**src/rtl/dec_pkg.sv**
```systemverilog
package dec_pkg;

   typedef enum logic {
      WAKE_LEVEL = 1'b0,
      WAKE_PULSE = 1'b1
   } wake_mode_e;

   // Result of one update step of the count
   typedef struct packed {
      logic upd;       // count register loaded this cycle
      logic old_top;   // top bit before the edge
      logic new_top;   // top bit after the edge
   } top_step_t;

endpackage

```
**src/rtl/dec_count_core.sv**
```systemverilog
module dec_count_core #(
   parameter int WIDTH = 32
) (
   input  logic             clk,
   input  logic             tick_en,
   input  logic             wr_en,
   input  logic [WIDTH-1:0] wr_data,
   output logic [WIDTH-1:0] cnt_q,
   output dec_pkg::top_step_t step_o
);
   localparam int TOP = WIDTH - 1;
   localparam logic [WIDTH-1:0] ONE = WIDTH'(1);

   logic [WIDTH-1:0] cnt_d;

   // Load has priority over the decrement
   always_comb begin
      if (wr_en)
         cnt_d = wr_data;
      else if (tick_en)
         cnt_d = cnt_q - ONE;
      else
         cnt_d = cnt_q;
   end

   // The count is deliberately kept out of reset
   always_ff @(posedge clk) begin
      cnt_q <= cnt_d;
   end

   always_comb begin
      step_o.upd     = wr_en | tick_en;
      step_o.old_top = cnt_q[TOP];
      step_o.new_top = cnt_d[TOP];
   end
endmodule

```
**src/rtl/dec_edge_pend.sv**
```systemverilog
module dec_edge_pend (
   input  logic               clk,
   input  logic               rst_n,
   input  dec_pkg::top_step_t step_i,
   input  logic               ack_i,
   output logic               edge_o,
   output logic               pend_q
);
   always_comb begin
      edge_o = step_i.upd & ~step_i.old_top & step_i.new_top;
   end

   // A new edge wins over acknowledge
   always_ff @(posedge clk) begin
      if (!rst_n)
         pend_q <= 1'b0;
      else if (edge_o)
         pend_q <= 1'b1;
      else if (ack_i)
         pend_q <= 1'b0;
   end
endmodule

```
**src/rtl/dec_wake_out.sv**
```systemverilog
module dec_wake_out #(
   parameter dec_pkg::wake_mode_e MODE = dec_pkg::WAKE_LEVEL
) (
   input  logic clk,
   input  logic rst_n,
   input  logic edge_i,
   input  logic pend_i,
   output logic wake_o
);
   generate
      if (MODE == dec_pkg::WAKE_LEVEL) begin : g_level
         logic unused_w;
         always_comb begin
            unused_w = clk ^ rst_n ^ edge_i;
            wake_o   = pend_i;
         end
      end else begin : g_pulse
         logic pulse_q;
         logic unused_w;
         always_ff @(posedge clk) begin
            if (!rst_n)
               pulse_q <= 1'b0;
            else
               pulse_q <= edge_i;
         end
         always_comb begin
            unused_w = pend_i;
            wake_o   = pulse_q;
         end
      end
   endgenerate
endmodule

```
**src/rtl/decrementer_irq.sv**
```systemverilog
module decrementer_irq #(
   parameter int                  WIDTH     = 32,
   parameter dec_pkg::wake_mode_e WAKE_MODE = dec_pkg::WAKE_LEVEL
) (
   input  logic             clk,
   input  logic             rst_n,
   input  logic             tick_en,
   input  logic             wr_en,
   input  logic [WIDTH-1:0] wr_data,
   output logic [WIDTH-1:0] count_o,
   input  logic             irq_ack,
   output logic             irq_pend,
   output logic             wake_o
);
   generate
      if (WIDTH < 2) begin : g_bad_width
         $error("decrementer_irq: WIDTH must be at least 2");
      end
   endgenerate

   dec_pkg::top_step_t step_w;
   logic               edge_w;

   dec_count_core #(.WIDTH(WIDTH)) u_core (
      .clk     (clk),
      .tick_en (tick_en),
      .wr_en   (wr_en),
      .wr_data (wr_data),
      .cnt_q   (count_o),
      .step_o  (step_w)
   );

   dec_edge_pend u_pend (
      .clk    (clk),
      .rst_n  (rst_n),
      .step_i (step_w),
      .ack_i  (irq_ack),
      .edge_o (edge_w),
      .pend_q (irq_pend)
   );

   dec_wake_out #(.MODE(WAKE_MODE)) u_wake (
      .clk    (clk),
      .rst_n  (rst_n),
      .edge_i (edge_w),
      .pend_i (irq_pend),
      .wake_o (wake_o)
   );
endmodule

```
**config.mk**
```make
export PLATFORM = sky130hd
export DESIGN_NAME = decrementer_irq
export DESIGN_NICKNAME = d
export VERILOG_FILES = /design/src/rtl/dec_pkg.sv /design/src/rtl/dec_count_core.sv /design/src/rtl/dec_edge_pend.sv /design/src/rtl/dec_wake_out.sv /design/src/rtl/decrementer_irq.sv
export SDC_FILE = /design/constraint.sdc
export NUM_CORES = 1
export LEC_CHECK = 0
export ABC_AREA = 1
export BUFFER_PORTS_ARGS = -buffer_cell sky130_fd_sc_hd__buf_2
export CAP_MARGIN = 25
export CORE_MARGIN = 4
export CORE_UTILIZATION = 52
export CTS_CLUSTER_DIAMETER = 100
export DETAILED_ROUTE_END_ITERATION = 6
export GPL_TIMING_DRIVEN = 0
export PLACE_DENSITY = 0.81
export SKIP_CTS_REPAIR_TIMING = 1
export SYNTH_ARGS = -nofsm -noshare
export SYNTH_HDL_FRONTEND = slang
export SYNTH_SLANG_ARGS = --single-unit
```
**constraint.sdc**
```tcl
create_clock -name clk -period 2.23 [get_ports clk]
set_clock_uncertainty 0.05 [all_clocks]
set_input_delay 0.1115 -clock clk [delete_from_list [all_inputs] [get_ports clk]]
set_output_delay 0.1115 -clock clk [all_outputs]
set_load 0.01 [all_outputs]
```
==> out/results.ini <==
[sta]
drv_slew=0
setup_ws_ps=183
rsz0062_at_grt=false
setup_violations=0
period_needed_ps=2050
tightest_slew_ps=817
hold_viol=0
period_share=0.918
setup_tns_ps=0
fmax_mhz=489
holdWs_ps=43.8
slew_headroom=0.454

[routing]
firstDrtPassIters=5
dr_total_vias=2308
via_per_inst=5.37
wl_per_cell_um=15.2
drtIter0Drc=198
wl_mm=6.52
drcViolationCount=0
antenna_left=0

[pwr]
power.switching_mw=0.547
irDropWorstVdd_v=0.000327
pwr-share-clk=0.283
power.internal_mw=1.16
sw_frac_of_total=0.321
power_density_mw_per_mm2=598
p_comb_frac=0.234
p_leak_nw=1.34
seqPwrFrac=0.483

[global_routing]
grt_max_degree=19
use_met3=0.0481
grt_pass1_wl_mm=9.87
use_met1=0.316
grt_pass1_vias=2114
antenna_found_initial=0
use_met2=0.381
busiest_layer=met2
grt.overflow.total=0
grt_use_total=0.233

[floorplan]
row_count=24
initial_core_util=0.536
die_area_mm2=0.00559
die_h_um=74.8
core-area_mm2=0.00432
io_pins=71
die_w_um=74.8

[hold_path]
worstHoldStart=wr_data[21]
hold_class=in2reg

[logic_synthesis]
syn_inst=298
syn_nets=336
yosys_warnings=0
avgSynthCellArea_um2=7.78
seq_area_frac_synth=0.419
synth_seq_cells=33
yosys.cell_types.count=39
syn_area_mm2=0.00232

[cts]
cts_tree=done
cts_buffer_depth=2
clk_latency_ps=290
cts_max_level=2
root_buffer=clkbuf_8
numClockSinks=33
cts_buffers=5
clk_pin_slew_worst_paths_ps=70

[final_layout]
fin_area_mm2=0.00285
final_util=0.659
syn_to_final_growth_pct=22.9
drive_gt1_frac=0.312
diodes=0
nets=415

[run]
max-cap-violations=0

[critical_path]
worst_ep_arrival_time_ps=2050
critPathRequiredTime_ps=2230
cp-startpoint=u_core.cnt_q[0]
critical_path.max_fanout=5
worstReg2RegStart=u_core.cnt_q[0]
end_kind=flip-flop
path_class=reg2reg
critPathLaunchType=flip-flop

[placement]
hpwl_mm=4.92
preCtsSetupSlack_ps=221
placed_area_mm2=0.00275
portBuffers=70
gp_congestion=0.876

[run_status]
status=finished, final reports clean

final cells by class:
| cell class | count | area, um^2 |
|---|---|---|
| buffer | 8 | 46.3 |
| clock buffer | 8 | 90.1 |
| fill | 390 | 1480 |
| inverter | 36 | 141 |
| multi-input combinational | 221 | 1160 |
| sequential | 33 | 971 |
| tap | 52 | 65.1 |
| timing repair buffer | 72 | 375 |
state kept, by name (all words and copies together), names as in the netlist:
register / cells
u_core.cnt_q: 32
u_pend.pend_q: 1
critical path: stages (launching register included):
cell      delay (ps)
edfxtp_1         410
inv_1            130
ha_1             220
nand3_2          140
inv_2            130
nand2_2           90
nor2_4           100
nand2_2           70
inv_2             90
nand3b_2         100
nand3b_1         180
nand2_1           60
nand2_1           50
kinds of logic after synthesis:
| kind of cell | synth area share |
|---|---|
| flip-flops | 0.419 |
| AO/OA/AOI/OAI | 0.111 |
| AND/OR/NAND/NOR | 0.353 |
| XOR/XNOR | 0.0302 |
| adder cells (fa/ha/maj) | 0.00540 |
| buffers and inverters | 0.0809 |
final timing paths:
kind | end | slack, ps | cells after the start
setup / recovery | u_core.cnt_q[30] | 180 | 12
hold / removal | u_core.cnt_q[21] | 40 | 3
setup reg to reg | u_core.cnt_q[30] | 180 | 12
hold reg to reg | u_pend.pend_q | 450 | 2
synth_stat cells:
library cell	n	share of area
nand3_1	15	0.032
nand3_2	5	0.022
buf_6	1	0.0049
nand3b_1	1	0.0032
nor2_2	5	0.013
xor2_1	7	0.026
nor2_4	4	0.019
a21oi_2	1	0.0038
o31ai_1	5	0.016
clkinv_4	1	0.0038
clkinv_1	1	0.0016
edfxtp_1	31	0.40
inv_1	27	0.044
or2_1	1	0.0027
clkbuf_1	4	0.0065
nor4_1	1	0.0027
a31oi_1	2	0.0054
xnor2_1	1	0.0038
a31o_2	1	0.0038
nand3b_2	1	0.0049
or2_2	3	0.0081
nand2_1	74	0.12
ha_1	1	0.0054
nand4_1	6	0.016
inv_2	6	0.0097
o21ai_1	7	0.015
dfxtp_1	2	0.017
buf_2	1	0.0022
a21oi_1	7	0.015
nor2_8	1	0.0086
clkinv_2	1	0.0022
nor3_1	2	0.0043
nor2_1	41	0.066
nand2_2	4	0.011
a32o_1	3	0.013
nand2_4	3	0.015
o21ai_0	18	0.039
nor3_2	1	0.0043
buf_4	2	0.0065
cell usage in the layout (no fill, tap or decap), types with 7 or more instances in the layout:
cell type,n
nor2_1,41
edfxtp_1,31
nand2_1,74
o21ai_1,7
nand3_1,15
o21ai_0,18
xor2_1,7
a21oi_1,7
inv_1,27
buf_2,71
power by group through the flow:
| stage | combinational [mW] | sequential, mW | clock, mW |
|---|---|---|---|
| finish | 0.399 | 0.822 | 0.482 |
| global route | 0.440 | 0.832 | 0.508 |
| CTS | 0.398 | 0.821 | 0.483 |
| detailed placement | 0.396 | 0.834 | 0 |
| global placement | 0.380 | 0.832 | 0 |
| floorplan | 0.220 | 0.849 | 0 |
per-stage QoR:
step	instances	total power [mW]
3_5_place_dp	421	1.23
3_3_place_gp	420	1.21
2_1_floorplan	298	1.07
4_1_cts	429	1.70
5_1_grt	430	1.78
6_report	430	1.70
per-layer routing:
layer / routed length (um) / up-vias
met4: 63 / 0
li1: - / 1155
met1: 2880 / 1042
met5: 0 / -
met3: 512 / 10
met2: 3060 / 101
(Power assumes the default switching activity.)
